### src/rtl/ghp_pkg.sv
package ghp_pkg;
  // Strobes from the control to the datapath
  typedef struct packed {
    logic updEn;    // apply one resolve this cycle
    logic countUp;  // step direction and the history bit to shift in
  } ghp_strobe_t;

  localparam logic [1:0] CTR_RESET = 2'b01;
endpackage

### src/rtl/ghp_ctrl.sv
module ghp_ctrl
  import ghp_pkg::*;
(
  input  logic        resValid,
  input  logic        resTaken,
  output ghp_strobe_t strobe
);
  always_comb begin
    strobe.updEn   = resValid;
    strobe.countUp = resValid & resTaken;
  end
endmodule

### src/rtl/ghp_datapath.sv
module ghp_datapath
  import ghp_pkg::*;
#(
  parameter int HIST_W = 8
) (
  input  logic              clk,
  input  logic              rst_n,
  input  ghp_strobe_t       strobe,
  input  logic              hashMode,
  input  logic [HIST_W-1:0] predPcWord,
  input  logic [HIST_W-1:0] resIndex,
  output logic              predTaken,
  output logic [HIST_W-1:0] predIndex
);
  localparam int DEPTH = 1 << HIST_W;

  logic [HIST_W-1:0] histReg;
  logic [1:0]        phtMem [DEPTH];
  logic [1:0]        ctrCur;
  logic [1:0]        ctrNext;

  // Index forming: plain history or history hashed with PC word bits
  always_comb begin
    predIndex = hashMode ? (histReg ^ predPcWord) : histReg;
    predTaken = phtMem[predIndex][1];
  end

  // Saturating step of the counter being resolved
  always_comb begin
    ctrCur  = phtMem[resIndex];
    ctrNext = ctrCur;
    if (strobe.countUp) begin
      if (ctrCur != 2'b11) ctrNext = ctrCur + 2'd1;
    end else begin
      if (ctrCur != 2'b00) ctrNext = ctrCur - 2'd1;
    end
  end

  always_ff @(posedge clk) begin
    if (!rst_n) begin
      histReg <= '0;
      for (int i = 0; i < DEPTH; i++) phtMem[i] <= CTR_RESET;
    end else if (strobe.updEn) begin
      histReg          <= {histReg[HIST_W-2:0], strobe.countUp};
      phtMem[resIndex] <= ctrNext;
    end
  end

  // a counter at 11 stays at 11 on a taken resolve
  a_r5_sat_up: assert property (@(posedge clk) disable iff (!rst_n)
    (strobe.updEn && strobe.countUp && ctrCur == 2'b11)
      |=> phtMem[$past(resIndex)] == 2'b11);

  // a counter at 00 stays at 00 on a not-taken resolve
  a_r6_sat_down: assert property (@(posedge clk) disable iff (!rst_n)
    (strobe.updEn && !strobe.countUp && ctrCur == 2'b00)
      |=> phtMem[$past(resIndex)] == 2'b00);

  // the history shifts by one and takes the outcome into bit 0
  a_r7_hist_shift: assert property (@(posedge clk) disable iff (!rst_n)
    strobe.updEn |=> histReg == {$past(histReg[HIST_W-2:0]), $past(strobe.countUp)});

  // no resolve, no change to the history
  a_r10_hist_hold: assert property (@(posedge clk) disable iff (!rst_n)
    !strobe.updEn |=> $stable(histReg));

  // in plain mode the index follows the history register
  a_r2_plain_index: assert property (@(posedge clk) disable iff (!rst_n)
    (!hashMode && strobe.updEn) |=> ##0 (hashMode || predIndex == histReg));
endmodule

### src/rtl/ghp_predictor.sv
module ghp_predictor
  import ghp_pkg::*;
#(
  parameter int HIST_W = 8
) (
  input  logic              clk,
  input  logic              rst_n,
  input  logic              hashMode,
  input  logic [HIST_W-1:0] predPcWord,
  output logic              predTaken,
  output logic [HIST_W-1:0] predIndex,
  input  logic              resValid,
  input  logic              resTaken,
  input  logic [HIST_W-1:0] resIndex
);
  ghp_strobe_t strobe;

  ghp_ctrl u_ctrl (
    .resValid (resValid),
    .resTaken (resTaken),
    .strobe   (strobe)
  );

  ghp_datapath #(.HIST_W(HIST_W)) u_dp (
    .clk        (clk),
    .rst_n      (rst_n),
    .strobe     (strobe),
    .hashMode   (hashMode),
    .predPcWord (predPcWord),
    .resIndex   (resIndex),
    .predTaken  (predTaken),
    .predIndex  (predIndex)
  );
endmodule

### config.mk
export PLATFORM = sky130hd
export DESIGN_NAME = ghp_predictor
export DESIGN_NICKNAME = d
export VERILOG_FILES = /design/src/rtl/ghp_pkg.sv /design/src/rtl/ghp_ctrl.sv /design/src/rtl/ghp_datapath.sv /design/src/rtl/ghp_predictor.sv
export SDC_FILE = /design/constraint.sdc
export NUM_CORES = 1
export LEC_CHECK = 0
export BUFFER_PORTS_ARGS = -buffer_cell sky130_fd_sc_hd__buf_2
export CAP_MARGIN = 20
export CELL_PAD_IN_SITES_DETAIL_PLACEMENT = 1
export CELL_PAD_IN_SITES_GLOBAL_PLACEMENT = 1
export CORE_MARGIN = 5
export CORE_UTILIZATION = 57
export DETAILED_ROUTE_END_ITERATION = 8
export PLACE_DENSITY_LB_ADDON = 0.08
export SLEW_MARGIN = 20
export SYNTH_ARGS = -nofsm -noshare
export SYNTH_HDL_FRONTEND = slang
export SYNTH_HIERARCHICAL = 1
export SYNTH_SLANG_ARGS = --single-unit
### constraint.sdc
create_clock -name clk -period 11.5 [get_ports clk]
set_clock_uncertainty 0.2 [all_clocks]
set_input_delay 1.725 -clock clk [delete_from_list [all_inputs] [get_ports clk]]
set_output_delay 1.725 -clock clk [all_outputs]
set_load 0.005 [all_outputs]
== Word level (Yosys, flattened, before mapping) ==
Memory sizes are Yosys's and may differ from the RTL's.
Index checks and enable logic that the tools add are counted.
Widths: inputs -> output; s select.
Storage, ports and cells
  bits in registers: 8
  input bits: 21
  RAM bits: 512
  memories kept: 1
  logic and storage cells: 20
  output and inout port bits: 9
Cells by class
  add/sub/neg operators: 2
  multiplexer cells: 11
  reduce and logical (&&, ||, !) cells: 2
  bitwise gates (word level): 2
  equal/unequal tests: 1
Memory list
  u_dp.phtMem: depth 256, bits a word 2, read ports 2, clocked after Yosys merged registers in 0, wr ports 256, line ghp_datapath.sv:18  | logic [1:0] phtMem [DEPTH];
Operator list (count)
  $mux 8: 2
  $mux 2: 4
  $xor 8x8->8: 1
  $mux 1: 5
  $add 2x1->2 const B: 1
  $ne 2x2->1 const B: 1
  $reduce_bool 2->1: 1
  $reduce_or 2->1: 1
  $sub 2x1->2 const B: 1
  $and 1x1->1: 1

== Logic depth before layout (Yosys ltp) ==
Gate-level depths: netlist (run 1).
  depth in word-level cells: 5
  depth in mapped cells: 14
  depth with buffers taken out: 9

== By module ==
The synthesis (run 1) kept the hierarchy.
By module, submodules not included
  ghp_datapath: cells an instance 2327, area each 27883.0 µm², times used 1, seq. area each 15534.9 µm²
  ghp_ctrl: cells an instance 2, area each 13.8 µm², times used 1, seq. area each 0.0 µm²

== Worst setup path before layout (run 1) ==
Ideal clock, no wire load.
  kind: input-to-output
  start: in predPcWord[0]
  end: out predTaken
  slack: 5251 ps
  arrival time: 4324 ps
  cell stages on the path: 11
  data required time: 9575 ps
  buffers on the path: 2
  cells stage by stage: a21boi_0 nor2_4 inv_2 buf_2 buf_2 mux2_2 a221oi_1 a22oi_1 and3_1 or4b_1 and4_1
On the way
  longest elaborated chain between the ends: 3
RTL lines
  from (decl): line ghp_predictor.sv:9  | input logic [HIST_W-1:0] predPcWord,
  $xor 8x8->8: line ghp_datapath.sv:24  | predIndex = hashMode ? (histReg ^ predPcWord) : histReg;
  $mux 8: line ghp_datapath.sv:24
  $mem_v2 256x2
  to (decl): line ghp_predictor.sv:10  | output logic predTaken,
Every way passes these cells.

== Worst setup path after layout (run 1) ==
  start: in hashMode
  end: out predTaken
On the way
  longest elaborated chain between the ends: 2
RTL lines
  from (decl): line ghp_predictor.sv:8  | input logic hashMode,
  $mux 8: line ghp_datapath.sv:24
  $mem_v2 256x2
Every way passes these cells.

==> impl_results.md, run 1 <==
- Max VDD drop: 0.1492 mV
- Synth Flop Type: edfxtp_1
- Iter 0 DRT Violations: 3,328
- Final Cycle Share: 71.11%
- Syn Area/Cell: 11.98 um^2
- Die ar.: 0.05347 mm^2
- Async SR Flop Fraction: 0%
- Synth top cells by count: edfxtp_1, nand3_1, nor3_1
- Fmax: 122.3 MHz
- Crit Path Category: in2out
- Post-Synth XOR/XNOR Area: 0.2512%
- CTS tree: built
- Startpoint types: input pin
- First-pass GRT wire length: 153,200 um
- Worst Path Arrival: 6.25 ns
- Min-Delay Path Class: reg2reg
- Worst r2r dst: u_dp/phtMem[46][1]
- Via-per-instance ratio: 7.752
- Fillers: 4,764
- Cts hold-fix bufs: 0
- Sequential area share after synthesis: 55.69%
- Overflow after GRT: 0
- Final instance area: 0.03025 mm^2
- CP endpoint kind: output pin
- Synth Area in Compound Gates: 8.602%
- Core ar.: 0.04865 mm^2
- Pre-CTS WS: 3.389 ns
- Hold path depth: 2
- Worst stage delay on the critical path: 0.66 ns
- Syn. warnings: 6
- All-Layer GR Usage: 38.86%
- Fin. Hold Viols: 0
- Routed length per placed instance: 36.70 um
- IO Count: 30
- Max-slew violation count: 0
- PwrDens: 153.4 mW/mm^2
- Area of the mapped netlist: 0.02790 mm^2
- Worst R2R Setup Slack: 6.36 ns
- WHS: 0.3534 ns
- Pin count of the biggest net entering global routing: 147
- Critical path's slowest cell: clkinv_2
- Root buffer cell: clkbuf_16
- Largest family of logic cells by synthesized area: multiplexers
- CP Cell Sequence: buf_2 -> a21boi_0 -> buf_4 -> nor2_4 -> clkinv_2 -> buf_4 -> mux2_1 -> a221oi_1 -> o21ai_0 -> a31oi_1 -> or4b_1 -> and4_1 -> buf_2
- Mux cell area share after synthesis: 15.59%
- Drt drc: 0
- RSZ-0062 raised after global routing: false
- Synth cell types: 64
- Setup_tns: 0 ns
- Row count: 81
- Lkg Pwr: 8.669 nW
- Cells after synthesis: 2,329
- Placed instance area: 0.02823 mm^2
- Postcts setup bufs: 0
- H-tree depth: 2
- Die Span X: 231.2 um
- Hold Startpoint: u_dp/histReg[7]
- Final HPWL DP: 64,160 um
- Num CTS Buffers: 57
- Synthesized flop and latch total: 520
- Post-route ant nets: 0
- Post-synth EDFFs: 512
- Initial antenna violation count: 6
- CTS clk-pin slew, worst paths: 0.06 ns
- Syn_nets: 2,350
- Adder-cell area share of the yosys netlist: 0.07625%
- CP required: 9.58 ns
- Max FO, Critical Path: 43
- Depth of the most critical reg-to-reg path: 9
- Worst skew pair latency: 0.62 ns
- Vias in the first global route: 22,650
- Top post-synthesis cells by area: edfxtp_1, mux4_2, nand3_1
- Hold worst-path end: u_dp/histReg[7]
- Clock sink count: 520
- Final setup fails: 0
- Worst-Margin Slew: 1.303 ns
- Fin nets: 2,223
- DR vias: 22,300
- Yosys top cell by area: edfxtp_1
- Clk buf depth: 3
- Initial Util: 57.35%
- Die Ht: 231.2 um
- Routability Congestion: 0.9019
- Share of layout cells above drive strength 1: 18.15%
- Design Power: 0.004642 W
- Status: complete, no violations
- Post-layout min period: 8.178 ns
- Port Buf Inserts: 29
- RR Startpoint: u_dp/phtMem[206][1]
- Final setup margin: 3.322 ns
- CTS resizes: 0
- Relative slew margins: 12.68%
- Most frequent cell after synthesis: edfxtp_1
- Maxcap violations: 0
- Detailed Route WL: 105,500 um
- Simple logic cell fraction of the synthesized area: 14.90%
- Area Growth Syn to Fin: 8.450%
- Yosys top cell area share: 55.11%
- DRT Pass-1 Iters: 6
-- metal layers --
layer | vias up | wire, um | part of all wire, % | global-route usage [%]
met5 | - | 17 | 0.016 | 0
met4 | 2 | 7108 | 6.7 | 21.62
met3 | 401 | 14140 | 13 | 11.49
met2 | 1777 | 47460 | 45 | 58.96
met1 | 11330 | 36830 | 35 | 50.60
li1 | 8791 | - | - | -
-- kinds of logic (layout without fill, tap and decap cells) --
kind of cell             count (synthesis)  after routing
AND/OR/NAND/NOR                        862            862
flip-flops                             520            520
other                                    0              6
AO/OA/AOI/OAI                          393            393
adder cells (fa/ha/maj)                  2              2
XOR/XNOR                                 8              8
multiplexers                           247            247
buffers and inverters                  297            216
-- cell usage in the layout, fill, tap and decap left out, drive strengths merged, types with 20 or more instances in the layout --
cell    Yosys  routed
nand2     158     158
a211oi     20      20
nand2b     24      24
edfxtp    512     512
mux2       31      31
a22oi      48      48
nor3      231     231
a21oi      27      27
nor2b      28      28
buf       101     101
clkinv      0      27
mux2i      69      69
nand3     281     281
nor2       99      99
mux4      147     147
clkbuf    187      65
o21ai     226     226
-- worst max-delay path, delay by kind of cell --
kind | cells | cell delay (ns)
mux | 1 | 0.40
buf+inv | 5 | 1.83
compound gates | 4 | 0.96
simple gates | 3 | 1.29
-- stage by stage --
stage / cells / util [%]
2_1_floorplan: 2329 / -
3_3_place_gp: 2764 / 58.01
3_5_place_dp: 2764 / 58.04
4_1_cts: 2869 / 62.07
5_1_grt: 2870 / 62.16
6_report: 2876 / 62.19
-- sequential cells by signal, indices dropped and copies added (netlist names) --
signal / count
u_dp/phtMem: 512
u_dp/histReg: 8
-- final cells by class --
type / instances / area [um^2] / area share (%)
Clock inverter: 41 / 506.7 / 1.675
Tap cell: 622 / 778.2 / 2.572
Antenna cell: 6 / 15.01 / 0.04963
Multi-Input combinational cell: 1512 / 11170 / 36.91
Sequential cell: 520 / 15530 / 51.35
Clock buffer: 64 / 1453 / 4.801
Timing Repair Buffer: 102 / 764.5 / 2.527
Inverter: 9 / 35.03 / 0.1158
-- worst max-delay path by stage --
stage / start / end / slack, ns
finish: hashMode / predTaken / 3.32
global route: hashMode / predTaken / 3.09
CTS: hashMode / predTaken / 3.36
detailed placement: hashMode / predTaken / 3.39
global placement: hashMode / predTaken / 3.56
floorplan: predPcWord[0] / predTaken / 5.25
-- power breakdown --
group	switching, W	leakage [nW]	internal (W)	total [W]
registers	0.0000247	4.49	0.00211	0.00214
logic	0.000405	3.22	0.000145	0.000550
clock network	0.000783	0.964	0.00117	0.00196
total	0.00121	8.67	0.00343	0.00464
Note: power is estimated with default switching activity, not from simulation.
==> run 2: changes to the inputs <==
--- a/config.mk
+++ b/config.mk
@@ -5,12 +5,13 @@
 export SDC_FILE = /design/constraint.sdc
 export NUM_CORES = 1
 export LEC_CHECK = 0
+export ABC_AREA = 1
 export BUFFER_PORTS_ARGS = -buffer_cell sky130_fd_sc_hd__buf_2
 export CAP_MARGIN = 20
 export CELL_PAD_IN_SITES_DETAIL_PLACEMENT = 1
 export CELL_PAD_IN_SITES_GLOBAL_PLACEMENT = 1
 export CORE_MARGIN = 5
-export CORE_UTILIZATION = 57
+export CORE_UTILIZATION = 48
 export DETAILED_ROUTE_END_ITERATION = 8
 export PLACE_DENSITY_LB_ADDON = 0.08
 export SLEW_MARGIN = 20
==> constraint.sdc (replaced) <==
create_clock -name clk -period 8.4 [get_ports clk]
set_clock_uncertainty 0.2 [all_clocks]
set_input_delay 1.26 -clock clk [delete_from_list [all_inputs] [get_ports clk]]
set_output_delay 1.26 -clock clk [all_outputs]
set_load 0.005 [all_outputs]
==> run 2 against run 1 <==
  * Clock power increased by 32%
  * Area after synthesis increased by 6.1%
  * Highest routed layer unchanged
  * Non-clock buffer count decreased by 19
  * Sequential share of layout area decreased by 2.6 points
  * Cell count increased by 58%
  * Hold slack got worse by 0.060 ns
  * Sequential power increased by 37%
  * Global-route usage decreased by 5.4 points
==> impl_results.md, run 2 <==
- Final instance area: 0.03188 mm^2
- Share of layout cells above drive strength 1: 5.027%
- Lkg Pwr: 11.44 nW
- Syn. warnings: 6
- Sequential area share after synthesis: 52.46%
- Final setup fails: 0
- Fillers: 7,503
- Root buffer cell: clkbuf_16
- Fin. Hold Viols: 0
- Commonest non-fill, non-tap cells in the layout: nand2_1, edfxtp_1, inv_1, nor2_1, a21oi_1
- CP required: 6.94 ns
- CP Cell Sequence: buf_2 -> nand3b_1 -> nand2_4 -> clkinv_2 -> buf_4 -> o211ai_1 -> nand3_1 -> nand3_1 -> nand3_1 -> nand3_1 -> nand3_1 -> nand3_1 -> nand2_1 -> buf_2
- CTS resizes: 0
- Overflow after GRT: 0
- Largest regs: u_dp/phtMem (512), u_dp/histReg (8)
- DR vias: 27,290
- Core ar.: 0.06137 mm^2
- Pin count of the biggest net entering global routing: 132
- Max VDD drop: 0.1755 mV
- Cell Int Power: 0.004594 W
- Max-slew violation count: 0
- CP endpoint kind: output pin
- Most common cell after layout, fill and taps aside: nand2_1
- Startpoint types: input pin
- # placed instances: 4,423
- H-tree depth: 2
- Critical path's slowest cell: clkinv_2
- Final Cycle Share: 77.53%
- Fin nets: 3,714
- Metal3 WL: 9929 um
- Syn_nets: 3,848
- Worst stage delay on the critical path: 1.01 ns
- Post-synth EDFFs: 512
- Final HPWL DP: 67,480 um
- Min-Delay Path Class: reg2reg
- Setup_tns: 0 ns
- Met2 WL: 54,150 um
- Largest Register: u_dp/phtMem
- Routability Congestion: 0.8835
- Post-route ant nets: 0
- Yosys top cell area share: 51.92%
- Seq pwr share: 45.5%
- Drt drc: 0
- Depth of the most critical reg-to-reg path: 15
- Number of cells on the critical path: 14
- Crit path max-delay family: buffers and inverters
- Detailed Route WL: 115,400 um
- CTS tree: built
- Worst-Margin Slew: 1.107 ns
- DR top layer: met5
- Buf/Inv on CP: 4
- Cells after synthesis: 3,827
- Net Sw Frac: 28.77%
- Syn Area/Cell: 7.737 um^2
- Clock network fraction of total power: 39.9%
- PwrDens: 202.3 mW/mm^2
- Crit Path Category: in2out
- Fin cells: 4,531
- CP most frequent cell: nand3_1
- Synth cell types: 26
- Row count: 91
- Hold path depth: 2
- Die Span X: 258.4 um
- Async SR Flop Fraction: 0%
- Worst skew pair latency: 0.63 ns
- All-Layer GR Usage: 33.46%
- Most frequent cell after synthesis: nand2_1
- Status: complete, no violations
- Net Sw Power: 0.001856 W
- M1 WL: 45,620 um
- Post-layout min period: 6.513 ns
- Yosys top cell by area: edfxtp_1
- Max reg flops: 512
- Postcts setup bufs: 0
- Gate power share: 14.6%
- Die ar.: 0.06676 mm^2
- Crit. Startpoint: hashMode
- Top post-synthesis cells by area: edfxtp_1, nand2_1, inv_1
- Max FO, Critical Path: 53
- Initial Util: 48.25%
- Synthesized flop and latch total: 520
- IO Count: 30
- Maxcap violations: 0
- Synth top cells by count: nand2_1, edfxtp_1, inv_1
- CTS clk-pin slew, worst paths: 0.06 ns
- Vias in the first global route: 28,190
- Clk buf depth: 3
- Clock sink count: 520
- Initial antenna violation count: 2
- Via-per-instance ratio: 6.023
- Iter 0 DRT Violations: 2,722
- Port Buf Inserts: 29
- Cts hold-fix bufs: 0
- Num CTS Buffers: 58
- Relative slew margins: 26.09%
- First-pass GRT wire length: 169,800 um
- Hold Startpoint: u_dp/histReg[0]
- Routed length per placed instance: 25.46 um
- Fmax: 153.5 MHz
- RSZ-0062 raised after global routing: false
- Die Ht: 258.4 um
- DRT Pass-1 Iters: 6
- Design Power: 0.006449 W
- Area Growth Syn to Fin: 7.678%
- Area of the mapped netlist: 0.02961 mm^2
- Worst Path Arrival: 5.05 ns
- RR Startpoint: u_dp/phtMem[97][1]
- Placed instance area: 0.03000 mm^2
- Synth Flop Type: edfxtp_1
run 2: area by class of cell:
cell class / count / area (um^2) / share of cell area [%]
well taps: 790 / 988.4 / 3.100
multi-input cells: 2561 / 11050 / 34.66
repair buffers: 83 / 665.6 / 2.088
inverters: 469 / 1762 / 5.525
clock inverters: 32 / 314.1 / 0.9850
flip-flops and latches: 520 / 15530 / 48.72
clock buffers: 75 / 1567 / 4.913
diodes: 1 / 2.502 / 0.007848
run 2: metrics by stage:
stage | worst slack [ns] | hold WS, ns | util [%]
final | 1.887 | 0.2934 | 51.95
after global routing | 1.766 | 0.3284 | 51.95
after CTS | 2.114 | 0.2930 | 51.95
after detailed placement | 2.105 | 0.2899 | 48.88
after global placement | 2.209 | 0.2697 | 48.88
after floorplan | 3.941 | 0.2459 | -
run 2: tightest hold or removal path: cells and delay by family, from the launching register on:
kind / cells / cell delay, ns
AOI/OAI and AO/OA: 1 / 0.06
buffers and inverters: 1 / 0.06
DFF: 1 / 0.33
run 2: cells by family (layout without fill, tap and decap cells):
| group | count (synthesis) | after routing | share of synthesized area (%) |
|---|---|---|---|
| other | 0 | 1 | 0 |
| flip-flops | 520 | 520 | 52.46 |
| buffers and inverters | 746 | 659 | 10.58 |
| AO/OA/AOI/OAI | 580 | 580 | 10.64 |
| AND/OR/NAND/NOR | 1974 | 1974 | 26.11 |
| XOR/XNOR | 7 | 7 | 0.2071 |
run 2: worst paths after layout:
check / to / slack, ns
min: u_dp/histReg[1] / 0.29
max: predTaken / 1.89
max reg2reg: u_dp/phtMem[192][1] / 4.17
min reg2reg: u_dp/histReg[1] / 0.29
run 2: routing by layer:
| metal | up-vias | global-route usage [%] |
|---|---|---|
| li1 | 12040 | - |
| met4 | 2 | 14.12 |
| met1 | 13720 | 44.09 |
| met5 | - | 0 |
| met2 | 1231 | 55.60 |
| met3 | 302 | 5.066 |
run 2: power by group through the flow:
stage	combinational, W	clock (W)	sequential [W]
after floorplan	0.000588	0	0.00297
after global placement	0.000892	0	0.00298
after detailed placement	0.000915	0	0.00299
after CTS	0.000920	0.00261	0.00293
after global routing	0.000990	0.00272	0.00294
final	0.000942	0.00258	0.00293
